$ cat config.mk
export PLATFORM = sky130hd
export DESIGN_NAME = mnd_clk_gen
export DESIGN_NICKNAME = d
export VERILOG_FILES = /design/src/rtl/mnd_pkg.sv /design/src/rtl/mnd_prediv.sv /design/src/rtl/mnd_accum.sv /design/src/rtl/mnd_level.sv /design/src/rtl/mnd_clk_gen.sv
export SDC_FILE = /design/constraint.sdc
export NUM_CORES = 1
export LEC_CHECK = 0
export BUFFER_PORTS_ARGS = -buffer_cell sky130_fd_sc_hd__buf_4
export CAP_MARGIN = 10
export CELL_PAD_IN_SITES_DETAIL_PLACEMENT = 0
export CELL_PAD_IN_SITES_GLOBAL_PLACEMENT = 1
export CORE_AREA = 4 4 103 105
export DETAILED_ROUTE_END_ITERATION = 7
export DIE_AREA = 0 0 107 109
export PLACE_DENSITY_LB_ADDON = 0.1
export SYNTH_ARGS = -nofsm -noshare
export SYNTH_HDL_FRONTEND = slang
export SYNTH_SLANG_ARGS = --single-unit
$ cat constraint.sdc
create_clock -name clk -period 2.05 [get_ports clk]
set_input_delay 0 -clock clk [delete_from_list [all_inputs] [get_ports clk]]
set_output_delay 0 -clock clk [all_outputs]
set_load 0.02 [all_outputs]
$ cat src/rtl/mnd_pkg.sv
package mnd_pkg;
  localparam int DIV_W = 5;
  localparam int MND_W = 8;
  localparam int ACC_W = MND_W + 2;

  typedef struct packed {
    logic [DIV_W-1:0] div;
    logic             mnd_on;
    logic [MND_W-1:0] m;
    logic [MND_W-1:0] n_inv;
    logic [MND_W-1:0] d_inv;
  } gen_cfg_t;
endpackage

$ cat src/rtl/mnd_prediv.sv
module mnd_prediv #(
  parameter int DW = 5
) (
  input  logic          clk,
  input  logic          rst_n,
  input  logic          tick,
  input  logic [DW-1:0] div,
  output logic          pre_pulse,
  output logic          mid_tick
);
  localparam int CW = DW + 1;

  logic [CW-1:0] period;
  logic [CW-1:0] last_cnt;
  logic [CW-1:0] mid_cnt;
  logic [CW-1:0] cnt_q;
  logic [CW-1:0] cnt_d;

  always_comb begin
    if (div == '0) period = CW'(2);
    else           period = {1'b0, div} + CW'(1);
    last_cnt  = period - CW'(1);
    mid_cnt   = last_cnt >> 1;
    pre_pulse = tick && (cnt_q == last_cnt);
    mid_tick  = tick && !pre_pulse && (cnt_q == mid_cnt);
    cnt_d     = cnt_q;
    if (tick) begin
      if (pre_pulse) cnt_d = '0;
      else           cnt_d = cnt_q + CW'(1);
    end
  end

  always_ff @(posedge clk or negedge rst_n) begin
    if (!rst_n) cnt_q <= '0;
    else        cnt_q <= cnt_d;
  end


  cnt_range_chk: assert property (@(posedge clk) disable iff (!rst_n)
    cnt_q < period);
endmodule

$ cat src/rtl/mnd_accum.sv
module mnd_accum #(
  parameter int MW = 8
) (
  input  logic          clk,
  input  logic          rst_n,
  input  logic          pre_pulse,
  input  logic          mnd_on,
  input  logic [MW-1:0] m,
  input  logic [MW-1:0] n_inv,
  input  logic          clear,
  output logic          bypass,
  output logic          will_fire,
  output logic [MW+1:0] acc_nxt
);
  localparam int AW = MW + 2;

  logic [MW-1:0] n_diff;
  logic [AW-1:0] n_dec;
  logic [AW-1:0] sum;
  logic [AW-1:0] acc_q;
  logic [AW-1:0] acc_d;
  logic          reached;

  always_comb begin
    n_diff    = ~n_inv;
    n_dec     = AW'(n_diff) + AW'(m);
    sum       = acc_q + AW'(m);
    reached   = (sum >= n_dec);
    bypass    = !mnd_on || (m == '0);
    will_fire = bypass || reached;
    acc_nxt   = acc_q;
    if (pre_pulse) begin
      if (bypass)       acc_nxt = '0;
      else if (reached) acc_nxt = sum - n_dec;
      else              acc_nxt = sum;
    end
    acc_d = clear ? '0 : acc_nxt;
  end

  always_ff @(posedge clk or negedge rst_n) begin
    if (!rst_n) acc_q <= '0;
    else        acc_q <= acc_d;
  end


  acc_bound_chk: assert property (@(posedge clk) disable iff (!rst_n)
    !bypass |-> (acc_q < n_dec));
endmodule

$ cat src/rtl/mnd_level.sv
module mnd_level #(
  parameter int AW = 10
) (
  input  logic          clk,
  input  logic          rst_n,
  input  logic          fire,
  input  logic          mid_tick,
  input  logic          pre_pulse,
  input  logic          bypass,
  input  logic          will_fire,
  input  logic [AW-1:0] acc_nxt,
  input  logic [AW-1:0] d_half,
  output logic          lvl
);
  logic lvl_q;
  logic lvl_d;
  logic fall;

  always_comb begin
    fall = lvl_q && !fire &&
           ((mid_tick && will_fire) ||
            (pre_pulse && !bypass && (acc_nxt >= d_half)));
    lvl_d = lvl_q;
    if (fire)      lvl_d = 1'b1;
    else if (fall) lvl_d = 1'b0;
  end

  always_ff @(posedge clk or negedge rst_n) begin
    if (!rst_n) lvl_q <= 1'b0;
    else        lvl_q <= lvl_d;
  end

  assign lvl = lvl_q;


  lvl_rise_chk: assert property (@(posedge clk) disable iff (!rst_n)
    fire |=> lvl_q);
endmodule

$ cat src/rtl/mnd_clk_gen.sv
module mnd_clk_gen
  import mnd_pkg::*;
#(
  parameter int GDIV_W = DIV_W,
  parameter int GMND_W = MND_W
) (
  input  logic              clk,
  input  logic              rst_n,
  input  logic              tick_2x,
  input  logic [GDIV_W-1:0] cfg_div,
  input  logic              cfg_mnd_on,
  input  logic [GMND_W-1:0] cfg_m,
  input  logic [GMND_W-1:0] cfg_n_inv,
  input  logic [GMND_W-1:0] cfg_d_inv,
  output logic              clk_lvl,
  output logic              clk_en
);
  localparam int GACC_W = GMND_W + 2;

  logic rst_meta;
  logic rst_q;

  always_ff @(posedge clk or negedge rst_n) begin
    if (!rst_n) begin
      rst_meta <= 1'b0;
      rst_q    <= 1'b0;
    end else begin
      rst_meta <= 1'b1;
      rst_q    <= rst_meta;
    end
  end

  gen_cfg_t cfg_in;
  gen_cfg_t act_q;
  gen_cfg_t act_d;
  logic     changed;
  logic     fire;
  logic     pre_pulse;
  logic     mid_tick;
  logic     bypass;
  logic     will_fire;
  logic [GACC_W-1:0] acc_nxt;
  logic [GMND_W-1:0] d_val;
  logic [GACC_W-1:0] d_half;
  logic     en_q;

  always_comb begin
    cfg_in.div    = cfg_div;
    cfg_in.mnd_on = cfg_mnd_on;
    cfg_in.m      = cfg_m;
    cfg_in.n_inv  = cfg_n_inv;
    cfg_in.d_inv  = cfg_d_inv;
    changed       = (cfg_in != act_q);
    fire          = pre_pulse && will_fire;
    act_d         = fire ? cfg_in : act_q;
    d_val         = ~act_q.d_inv;
    d_half        = GACC_W'(d_val) >> 1;
  end

  always_ff @(posedge clk or negedge rst_q) begin
    if (!rst_q) begin
      act_q <= '0;
      en_q  <= 1'b0;
    end else begin
      act_q <= act_d;
      en_q  <= fire;
    end
  end

  mnd_prediv #(.DW(GDIV_W)) u_prediv (
    .clk       (clk),
    .rst_n     (rst_q),
    .tick      (tick_2x),
    .div       (act_q.div),
    .pre_pulse (pre_pulse),
    .mid_tick  (mid_tick)
  );

  mnd_accum #(.MW(GMND_W)) u_accum (
    .clk       (clk),
    .rst_n     (rst_q),
    .pre_pulse (pre_pulse),
    .mnd_on    (act_q.mnd_on),
    .m         (act_q.m),
    .n_inv     (act_q.n_inv),
    .clear     (fire && changed),
    .bypass    (bypass),
    .will_fire (will_fire),
    .acc_nxt   (acc_nxt)
  );

  mnd_level #(.AW(GACC_W)) u_level (
    .clk       (clk),
    .rst_n     (rst_q),
    .fire      (fire),
    .mid_tick  (mid_tick),
    .pre_pulse (pre_pulse),
    .bypass    (bypass),
    .will_fire (will_fire),
    .acc_nxt   (acc_nxt),
    .d_half    (d_half),
    .lvl       (clk_lvl)
  );

  assign clk_en = en_q;


  en_single_chk: assert property (@(posedge clk) disable iff (!rst_q)
    clk_en |=> !clk_en);

  en_tick_chk: assert property (@(posedge clk) disable iff (!rst_q)
    clk_en |-> $past(tick_2x));

  cfg_hold_chk: assert property (@(posedge clk) disable iff (!rst_q)
    !fire |=> $stable(act_q));

  lvl_en_chk: assert property (@(posedge clk) disable iff (!rst_q)
    clk_en |-> clk_lvl);
endmodule

==> run_results.csv, run 1 <==
group,metric,value,unit
outcome,outcome,"finished with violations",
outcome,violations,"setup timing",
timing,final_max_slew_viol_count,0,
worst_setup_path,worstPathRequired,2.28,ns
yosys,postSynth.asyncResetShare,100,%
detailed_routing,drt-initial-drc-count,125,
place,dp_slack,-2.83,ns
floorplanning,pin_count,35,
worst_setup_path,reg2regPathDepth,25,
finish,syn2layout_area_growth,57.0,%
worst_setup_path,path_max_fanout,4,
power_and_ir_drop,pwr-share-clk,10.1,%
place,place_area,5740,um2
min_path,min-delay-start,"tick_2x",
timing,finalClockSkew,0.0137,ns
floorplanning,coreArea,9640,um2
finish,diodes,0,
power_and_ir_drop,max-vdd-ir-drop,450,uV
floorplanning,rows,36,
place,hpwl,9300,um
cts,clk_pin_slew,0.11,ns
cts,numCtsBuffers,5,
power_and_ir_drop,p_switching,2.48,mW
power_and_ir_drop,p_per_area,939,nW/um2
global_routing,grt_overflow_total,0,
floorplanning,die_w,107,um
power_and_ir_drop,p_comb_share,68.9,%
yosys,synthCells,424,
cts,clockRootBuffer,"clkbuf_8",
timing,period_needed,4.73,ns
floorplanning,die_area,11700,um2
detailed_routing,antenna_left,0,
yosys,synth_top_flop_cell,"dfrtp_1",
finish,design_area,6750,um2
min_path,hold_path_end,"u_prediv.cnt_q[3]",
worst_setup_path,path_delay_family,"adder cells",
worst_setup_path,critPathBufInv,5,
cts,cts_tree,"yes",
detailed_routing,first_pass_iters,4,
power_and_ir_drop,power_leakage,3.39,nW
yosys,synth_area_per_cell,10.1,um2
flow_run,max_cap_viol_count,0,
cts,clock_sinks,50,
worst_setup_path,critPathMaxStageDelay,0.41,ns
worst_setup_path,r2r_slack,-2.68,ns
cts,h-tree-depth,2,
worst_setup_path,timing.rr.end,"u_level.lvl",
timing,period_share,231,%
timing,tightest_slew,0.579,ns
place,portBuffers,34,
detailed_routing,avgViaCountPerCell,5.08,
global_routing,grt_pass1_vias,4230,
floorplanning,start_util,44.6,%
worst_setup_path,arrival,4.96,ns
power_and_ir_drop,p_int,3.86,mW
yosys,yosysWarnings,0,
timing,hold_viol,0,
floorplanning,chipHeight,109,um
global_routing,grt.total_usage,22.3,%
timing,setup_viol,48,
global_routing,grt_pass1_wl,20700,um
min_path,min_path_cells,3,
global_routing,antenna_found_initial,0,
power_and_ir_drop,sequentialPowerShare,21.0,%
yosys,ys_seq_elements,50,
yosys,synth_cell_types,62,
yosys,synth-edff-count,0,
min_path,hold_class,"in -> reg",
place,globalplace.congestion,0.937,
worst_setup_path,start_kind,"register",
worst_setup_path,slowest_stage,"dfrtp_1",
finish,layout_commonest_cell,"buf_4",
yosys,synth_nets,495,
finish,final_cell_mix,"buf_4 (171), dfrtp_1 (46), xor2_1 (32), dlygate4sd3_1 (32), mux2_4 (30)",
cts,clock_latency,0.31,ns
timing,grt_setup_unrepaired,"true",
detailed_routing,wl_per_cell,16.3,um
worst_setup_path,crit_type,"reg -> reg",
yosys,seq_area_frac_synth,29.1,%
timing,final.setup.tns,-80.46,ns
detailed_routing,remaining_drc_errors,0,
worst_setup_path,end_kind,"register",
timing,setup_ws,-2.68,ns
power_and_ir_drop,switching_share,39.1,%
worst_setup_path,r2r_start,"act_q[8]",
finish,final_nets,715,
cts,clockBufferDepth,2,
detailed_routing,routed_wl,12700,um
detailed_routing,num_vias,3952,
finish,drive_above_1_share,48.1,%
timing,slew_headroom,61.4,%
timing,clock.fmax,211,MHz
global_routing,grt_max_degree,26,
finish,fill_cells,749,
yosys,synthesis.area,4300,um2
timing,whs,0.0882,ns
-- layer usage --
metal | wire length, um | vias up | global-route usage [%] | share of wire, %
li1 | - | 1969 | - | -
met1 | 5940 | 1904 | 30.2 | 47
met2 | 6180 | 61 | 39.0 | 49
met3 | 347 | 18 | 2.19 | 2.7
met4 | 220 | 0 | 4.84 | 1.7
met5 | 0 | - | 0 | 0
-- worst reg2reg max path, delay by kind of cell (launching register included) --
kind	cells	cell delay, ns
AOI/OAI and AO/OA	7	0.92
xor gates and xnor gates	1	0.15
adders and majority gates	5	1.34
buffers and inverters	5	0.52
DFF	1	0.41
muxes	1	0.28
and+or+nand+nor	6	1.01
-- repair_timing --
action / 4_1_cts / 5_1_grt
cloned: 2 / 0
pin swaps: 30 / 27
hold buffers: 32 / 0
endpoints found under the hold margin: 32 / 0
setup buffers: 38 / 12
resized for setup: 34 / 53
setup endpoints to repair: 48 / 48
-- cell families after synthesis --
kind of cell / Yosys count / share of synthesized area, %
buf+inv: 42 / 4.66
other cells: 1 / 0.0873
fa+ha+maj: 39 / 11.9
mux: 37 / 12.0
simple gates: 92 / 12.5
compound gates: 97 / 15.4
flops: 50 / 29.1
xor+xnor: 66 / 14.4
-- stage by stage --
step	power, mW	util, %	std cells
after detailed placement	5.05	59.6	705
after CTS	6.09	68.6	784
after global placement	4.99	59.6	705
final	6.34	70.0	778
after floorplan	3.62	-	424
after global routing	6.78	70.0	778
-- power by group through the flow --
| stage | combinational, mW | clock, mW | sequential [mW] |
|---|---|---|---|
| after detailed placement | 3.71 | 0 | 1.34 |
| after floorplan | 2.29 | 0 | 1.33 |
| final | 4.37 | 0.641 | 1.33 |
| after CTS | 4.11 | 0.653 | 1.33 |
| after global routing | 4.74 | 0.688 | 1.35 |
| after global placement | 3.65 | 0 | 1.34 |
-- worst max-delay path by stage --
stage	cells after the start	from	slack, ns	end
2_1_floorplan	25	act_q[8]	-2.56	u_level.lvl
6_report	25	act_q[8]	-2.68	u_level.lvl
3_3_place_gp	24	act_q[8]	-2.72	u_level.lvl
4_1_cts	24	act_q[17]	-2.76	u_level.lvl
3_5_place_dp	24	act_q[17]	-2.83	u_level.lvl
5_1_grt	21	act_q[16]	-2.90	u_level.lvl
-- sequential cells by signal, summed over array words and instances, names as in the netlist --
register        count
act_q              30
u_accum.acc_q      10
u_prediv.cnt_q      6
clk_en              1
rst_meta            1
rst_q               1
u_level.lvl         1
-- synthesized netlist by cell type (all sizes together) (9+ instances only) --
cell type,count,area share [%]
ha,35,10
mux2,32,11
a21o,9,1.6
inv,30,2.6
nor4,9,1.3
nor2,19,1.7
nand2,12,1.0
dfrtp,50,29
xor2,33,6.7
o21ai,16,1.9
xnor2,30,6.1
a21oi,23,2.7
-- final cells by class --
type,instances,area [um2],share of cell area (%)
well taps,133,166,2.47
repair buffers,224,1860,27.6
clock buffers,5,68.8,1.02
clock inverters,3,28.8,0.427
flip-flops and latches,50,1260,18.6
multi-input cells,333,3250,48.2
inverters,30,115,1.71
(Power assumes the default switching activity.)
==> inputs of run 2 (changes only) <==
--- a/config.mk
+++ b/config.mk
@@ -13,6 +13,7 @@
 export DETAILED_ROUTE_END_ITERATION = 7
 export DIE_AREA = 0 0 107 109
 export PLACE_DENSITY_LB_ADDON = 0.1
+export RECOVER_POWER = 50
 export SYNTH_ARGS = -nofsm -noshare
 export SYNTH_HDL_FRONTEND = slang
 export SYNTH_SLANG_ARGS = --single-unit
==> run_results.csv, run 2 (same netlist as run 1, synthesis figures left out) <==
group,metric,value,unit
outcome,outcome,"finished with violations",
outcome,violations,"setup timing",
power_and_ir_drop,pwr-share-clk,10.1,%
detailed_routing,first_pass_iters,4,
place,hpwl,9300,um
timing,slew_headroom,29.1,%
finish,syn2layout_area_growth,57.0,%
timing,setup_viol,48,
cts,clockRootBuffer,"clkbuf_8",
timing,period_share,231,%
power_and_ir_drop,finalPower,6.34,mW
finish,drive_above_1_share,47.9,%
floorplanning,die_area,11700,um2
timing,setup_ws,-2.68,ns
worst_setup_path,path_max_fanout,4,
detailed_routing,avgViaCountPerCell,5.08,
cts,clock_sinks,50,
place,place_area,5740,um2
floorplanning,die_w,107,um
cts,h-tree-depth,2,
timing,period_needed,4.73,ns
finish,top_register,"act_q",
power_and_ir_drop,sequentialPowerShare,21.0,%
finish,fin_cells,778,
floorplanning,rows,36,
power_and_ir_drop,p_comb_share,68.9,%
global_routing,grt_pass1_wl,20700,um
worst_setup_path,arrival,4.96,ns
timing,finalClockSkew,0.0134,ns
global_routing,grt_overflow_total,0,
worst_setup_path,worstPathRequired,2.28,ns
worst_setup_path,reg2regPathDepth,25,
finish,largest_reg_flops,30,
worst_setup_path,critPathMaxStageDelay,0.41,ns
floorplanning,pin_count,35,
finish,final_nets,715,
power_and_ir_drop,switching_share,39.1,%
detailed_routing,num_vias,3949,
floorplanning,chipHeight,109,um
timing,grt_setup_unrepaired,"true",
finish,layout_commonest_cell,"buf_4",
global_routing,grt_pass1_vias,4230,
cts,cts_tree,"yes",
cts,clockBufferDepth,2,
finish,design_area,6750,um2
power_and_ir_drop,p_int,3.86,mW
place,globalplace.congestion,0.937,
floorplanning,coreArea,9640,um2
timing,final_max_slew_viol_count,0,
worst_setup_path,start_kind,"register",
timing,whs,0.0882,ns
global_routing,grt.total_usage,22.3,%
min_path,hold_class,"in -> reg",
power_and_ir_drop,p_per_area,939,nW/um2
power_and_ir_drop,max-vdd-ir-drop,450,uV
finish,final_cell_mix,"buf_4 (170), dfrtp_1 (47), xor2_1 (32), dlygate4sd3_1 (32), mux2_4 (30)",
timing,hold_viol,0,
worst_setup_path,r2r_slack,-2.68,ns
place,portBuffers,34,
worst_setup_path,slowest_stage,"dfrtp_1",
timing,clock.fmax,211,MHz
worst_setup_path,end_kind,"register",
place,placed_cells_incl_taps,705,
global_routing,grt_max_degree,26,
worst_setup_path,r2r_start,"act_q[8]",
cts,clock_latency,0.31,ns
worst_setup_path,timing.rr.end,"u_level.lvl",
detailed_routing,routed_wl,12700,um
worst_setup_path,crit_type,"reg -> reg",
global_routing,antenna_found_initial,0,
power_and_ir_drop,power_leakage,3.39,nW
cts,numCtsBuffers,5,
finish,reg_top3,"act_q: 30 flops, u_accum.acc_q: 10 flops, u_prediv.cnt_q: 6 flops",
timing,tightest_slew,1.06,ns
detailed_routing,antenna_left,0,
worst_setup_path,startpoint,"act_q[8]",
detailed_routing,remaining_drc_errors,0,
detailed_routing,drt-initial-drc-count,125,
min_path,min-delay-start,"tick_2x",
finish,diodes,0,
cts,clk_pin_slew,0.11,ns
worst_setup_path,crit_path_end,"u_level.lvl",
flow_run,max_cap_viol_count,0,
detailed_routing,wl_per_cell,16.3,um
power_and_ir_drop,p_switching,2.48,mW
floorplanning,start_util,44.6,%
[run 2: final cells by class]
cell class / instances / area, um2
clock buffers: 5 / 68.8
inverters: 30 / 115
multi-input cells: 333 / 3250
repair buffers: 224 / 1860
clock inverters: 3 / 28.8
fillers: 750 / 2890
well taps: 133 / 166
flip-flops and latches: 50 / 1250
[run 2: worst min path at each step]
stage | end | cells after the start
2_1_floorplan | rst_meta | 0
3_3_place_gp | rst_meta | 1
3_5_place_dp | rst_meta | 1
4_1_cts | u_prediv.cnt_q[3] | 3
5_1_grt | u_prediv.cnt_q[3] | 3
6_report | u_prediv.cnt_q[3] | 3
[run 2: through the flow]
| stage | util (%) | worst slack, ns | setup TNS (ns) |
|---|---|---|---|
| floorplan | - | -2.56 | -68.22 |
| global placement | 59.6 | -2.72 | -76.12 |
| detailed placement | 59.6 | -2.83 | -80.27 |
| CTS | 68.6 | -2.76 | -82.78 |
| global route | 70.0 | -2.90 | -87.79 |
| finish | 70.0 | -2.68 | -80.44 |
[run 2: metal layers]
metal / GRT usage [%] / vias to the layer above / wire [um]
li1: - / 1969 / -
met1: 30.2 / 1901 / 5940
met2: 39.0 / 61 / 6180
met3: 2.19 / 18 / 347
met4: 4.84 / 0 / 220
met5: 0 / - / 0
[run 2: timing repair]
| action | 4_1_cts | 5_1_grt |
|---|---|---|
| resized for setup | 34 | 53 |
| hold buffers | 32 | 0 |
| endpoints found under the setup margin | 48 | 48 |
| gates cloned | 2 | 0 |
| hold endpoints to repair | 32 | 0 |
| pin swaps | 30 | 27 |
| setup buffers | 38 | 12 |
[run 2: worst max-delay path: cells and delay by family (launching register included)]
| family | cells | cell delay [ns] |
|---|---|---|
| buf+inv | 5 | 0.51 |
| xor+xnor | 1 | 0.15 |
| mux | 1 | 0.28 |
| compound gates | 7 | 0.92 |
| fa+ha+maj | 5 | 1.34 |
| simple gates | 6 | 1.01 |
| flops | 1 | 0.41 |
[run 2: power by group through the flow]
stage          combinational (mW)  sequential (mW)  clock, mW
5_1_grt                      4.74             1.35      0.688
4_1_cts                      4.11             1.33      0.653
6_report                     4.37             1.33      0.641
2_1_floorplan                2.29             1.33          0
3_3_place_gp                 3.65             1.34          0
3_5_place_dp                 3.71             1.34          0
==> inputs of run 3 (changes only) <==
--- a/config.mk
+++ b/config.mk
@@ -12,7 +12,7 @@
 export CORE_AREA = 4 4 103 105
 export DETAILED_ROUTE_END_ITERATION = 7
 export DIE_AREA = 0 0 107 109
-export PLACE_DENSITY_LB_ADDON = 0.1
+export PLACE_DENSITY_LB_ADDON = 0.12
 export RECOVER_POWER = 50
 export SYNTH_ARGS = -nofsm -noshare
 export SYNTH_HDL_FRONTEND = slang
==> run_results.csv, run 3 (same netlist as run 1, synthesis figures left out) <==
group,metric,value,unit
global_routing,grtUsageMet2,41.0,%
finish,fill_cells,709,
timing,setup_ws,-2.74,ns
power_and_ir_drop,power_leakage,3.43,nW
cts,cts_tree,"yes",
finish,design_area,6790,um2
timing,whs,0.0926,ns
finish,multiInputGateArea,3210,um2
cts,h-tree-depth,2,
finish,layout_commonest_cell,"buf_4",
global_routing,grt.total_usage,23.1,%
floorplanning,rows,36,
worst_setup_path,crit_type,"reg -> reg",
detailed_routing,wl_per_cell,16.7,um
timing,slew_headroom,28.4,%
cts,clock_sinks,50,
timing,period_needed,4.79,ns
global_routing,grt_pass1_vias,4499,
finish,largest_reg_flops,30,
finish,reg_top3,"act_q: 30 flops, u_accum.acc_q: 10 flops, u_prediv.cnt_q: 6 flops",
place,placed_cells_incl_taps,702,
detailed_routing,drt-initial-drc-count,137,
timing,setup_viol,48,
global_routing,grt_use_met3,3.97,%
global_routing,antenna_found_initial,0,
worst_setup_path,arrival,5.02,ns
place,hpwl,9290,um
timing,hold_viol,0,
finish,final_nets,720,
cts,clockRootBuffer,"clkbuf_8",
detailed_routing,remaining_drc_errors,0,
place,globalplace.congestion,0.902,
detailed_routing,first_pass_iters,4,
timing,period_share,234,%
finish,top_register,"act_q",
global_routing,grt_overflow_total,0,
floorplanning,die_w,107,um
global_routing,grtUsageMet1,29.1,%
power_and_ir_drop,max-vdd-ir-drop,453,uV
timing,finalClockSkew,0.0138,ns
cts,clk_pin_slew,0.10,ns
global_routing,grt_max_degree,26,
finish,fin_cells,782,
finish,final_cell_mix,"buf_4 (175), dfrtp_1 (48), xor2_1 (32), dlygate4sd3_1 (32), mux2_4 (29)",
place,place_area,5730,um2
timing,grt_setup_unrepaired,"true",
finish,diodes,0,
place,portBuffers,34,
flow_run,max_cap_viol_count,0,
timing,tightest_slew,1.07,ns
timing,final_max_slew_viol_count,0,
outcome,outcome,"finished with violations",
floorplanning,coreArea,9640,um2
worst_setup_path,worstPathRequired,2.28,ns
detailed_routing,routed_wl,13000,um
global_routing,grt_pass1_wl,21400,um
floorplanning,die_area,11700,um2
floorplanning,pin_count,35,
finish,register_area,1250,um2
global_routing,grt-busiest-layer,"met2",
floorplanning,start_util,44.6,%
finish,syn2layout_area_growth,58.1,%
detailed_routing,avgViaCountPerCell,5.19,
power_and_ir_drop,p_per_area,952,nW/um2
finish,drive_above_1_share,47.3,%
timing,clock.fmax,209,MHz
cts,clockBufferDepth,2,
detailed_routing,num_vias,4058,
worst_setup_path,path_max_fanout,5,
worst_setup_path,start_kind,"register",
outcome,violations,"setup timing",
worst_setup_path,end_kind,"register",
cts,clock_latency,0.31,ns
min_path,hold_class,"in -> reg",
cts,numCtsBuffers,5,
detailed_routing,antenna_left,0,
finish,final_util,70.5,%
floorplanning,chipHeight,109,um
power_and_ir_drop,finalPower,6.46,mW
run 3: changes by cell type in the layout (fill, tap and decap cells not counted), sizes merged:
cell / delta
clkinv: -1
buf: +5
inv: -1
bufinv: +1
run 3: report_power, final:
| part | internal [mW] | switching [mW] |
|---|---|---|
| clock | 0.360 | 0.346 |
| combinational | 2.51 | 1.93 |
| sequential | 1.15 | 0.179 |
run 3: metal layers:
| layer | part of all wire, % | vias up |
|---|---|---|
| li1 | - | 1975 |
| met1 | 45 | 1957 |
| met2 | 49 | 97 |
| met3 | 3.4 | 29 |
| met4 | 2.4 | 0 |
| met5 | 0 | - |
run 3: what timing repair did:
action,4_1_cts,5_1_grt
hold endpoints to repair,32,0
hold buffers,32,0
buffers inserted,39,4
resized for setup,46,18
setup endpoints to repair,48,48
pin swaps,38,23
gates cloned,2,1
run 3: metrics by stage:
| stage | setup TNS, ns | setup slack [ns] |
|---|---|---|
| floorplan | -68.22 | -2.56 |
| global placement | -78.45 | -2.78 |
| detailed placement | -81.54 | -2.93 |
| CTS | -86.77 | -2.83 |
| global route | -96.72 | -2.96 |
| finish | -88.84 | -2.74 |
run 3: worst paths after layout:
path,startpoint,to,slack (ns),depth (start not counted)
max,act_q[19],u_level.lvl,-2.74,21
min,tick_2x,u_prediv.cnt_q[3],0.09,3
max reg2reg,act_q[19],u_level.lvl,-2.74,21
min reg2reg,rst_meta,rst_q,0.37,0
max in group asynchronous,rst_q,act_q[17],0.87,0
min in group asynchronous,rst_q,clk_en,0.45,0
run 3: worst max-delay path: stages (launching register included):
cell and delay (ns):
dfrtp_1 0.43, ha_1 0.33, o211ai_1 0.08, o21ai_1 0.24, buf_4 0.16, xor2_1 0.32
ha_1 0.33, a211oi_2 0.28, o21bai_1 0.13, or2_4 0.24, maj3_2 0.32, or2_4 0.28
mux2i_2 0.22, o21a_1 0.16, inv_1 0.05, ha_1 0.27, a211o_1 0.27, o2111ai_2 0.07
a21oi_2 0.08, a211oi_2 0.16, nand4b_1 0.12, o211ai_1 0.17
run 3: area by class of cell:
cell class / count / share of cell area (%)
Clock buffer: 5 / 1.01
Clock inverter: 2 / 0.571
Inverter: 30 / 1.69
Multi-Input combinational cell: 333 / 47.3
Sequential cell: 50 / 18.5
Tap cell: 133 / 2.45
Timing Repair Buffer: 229 / 28.5
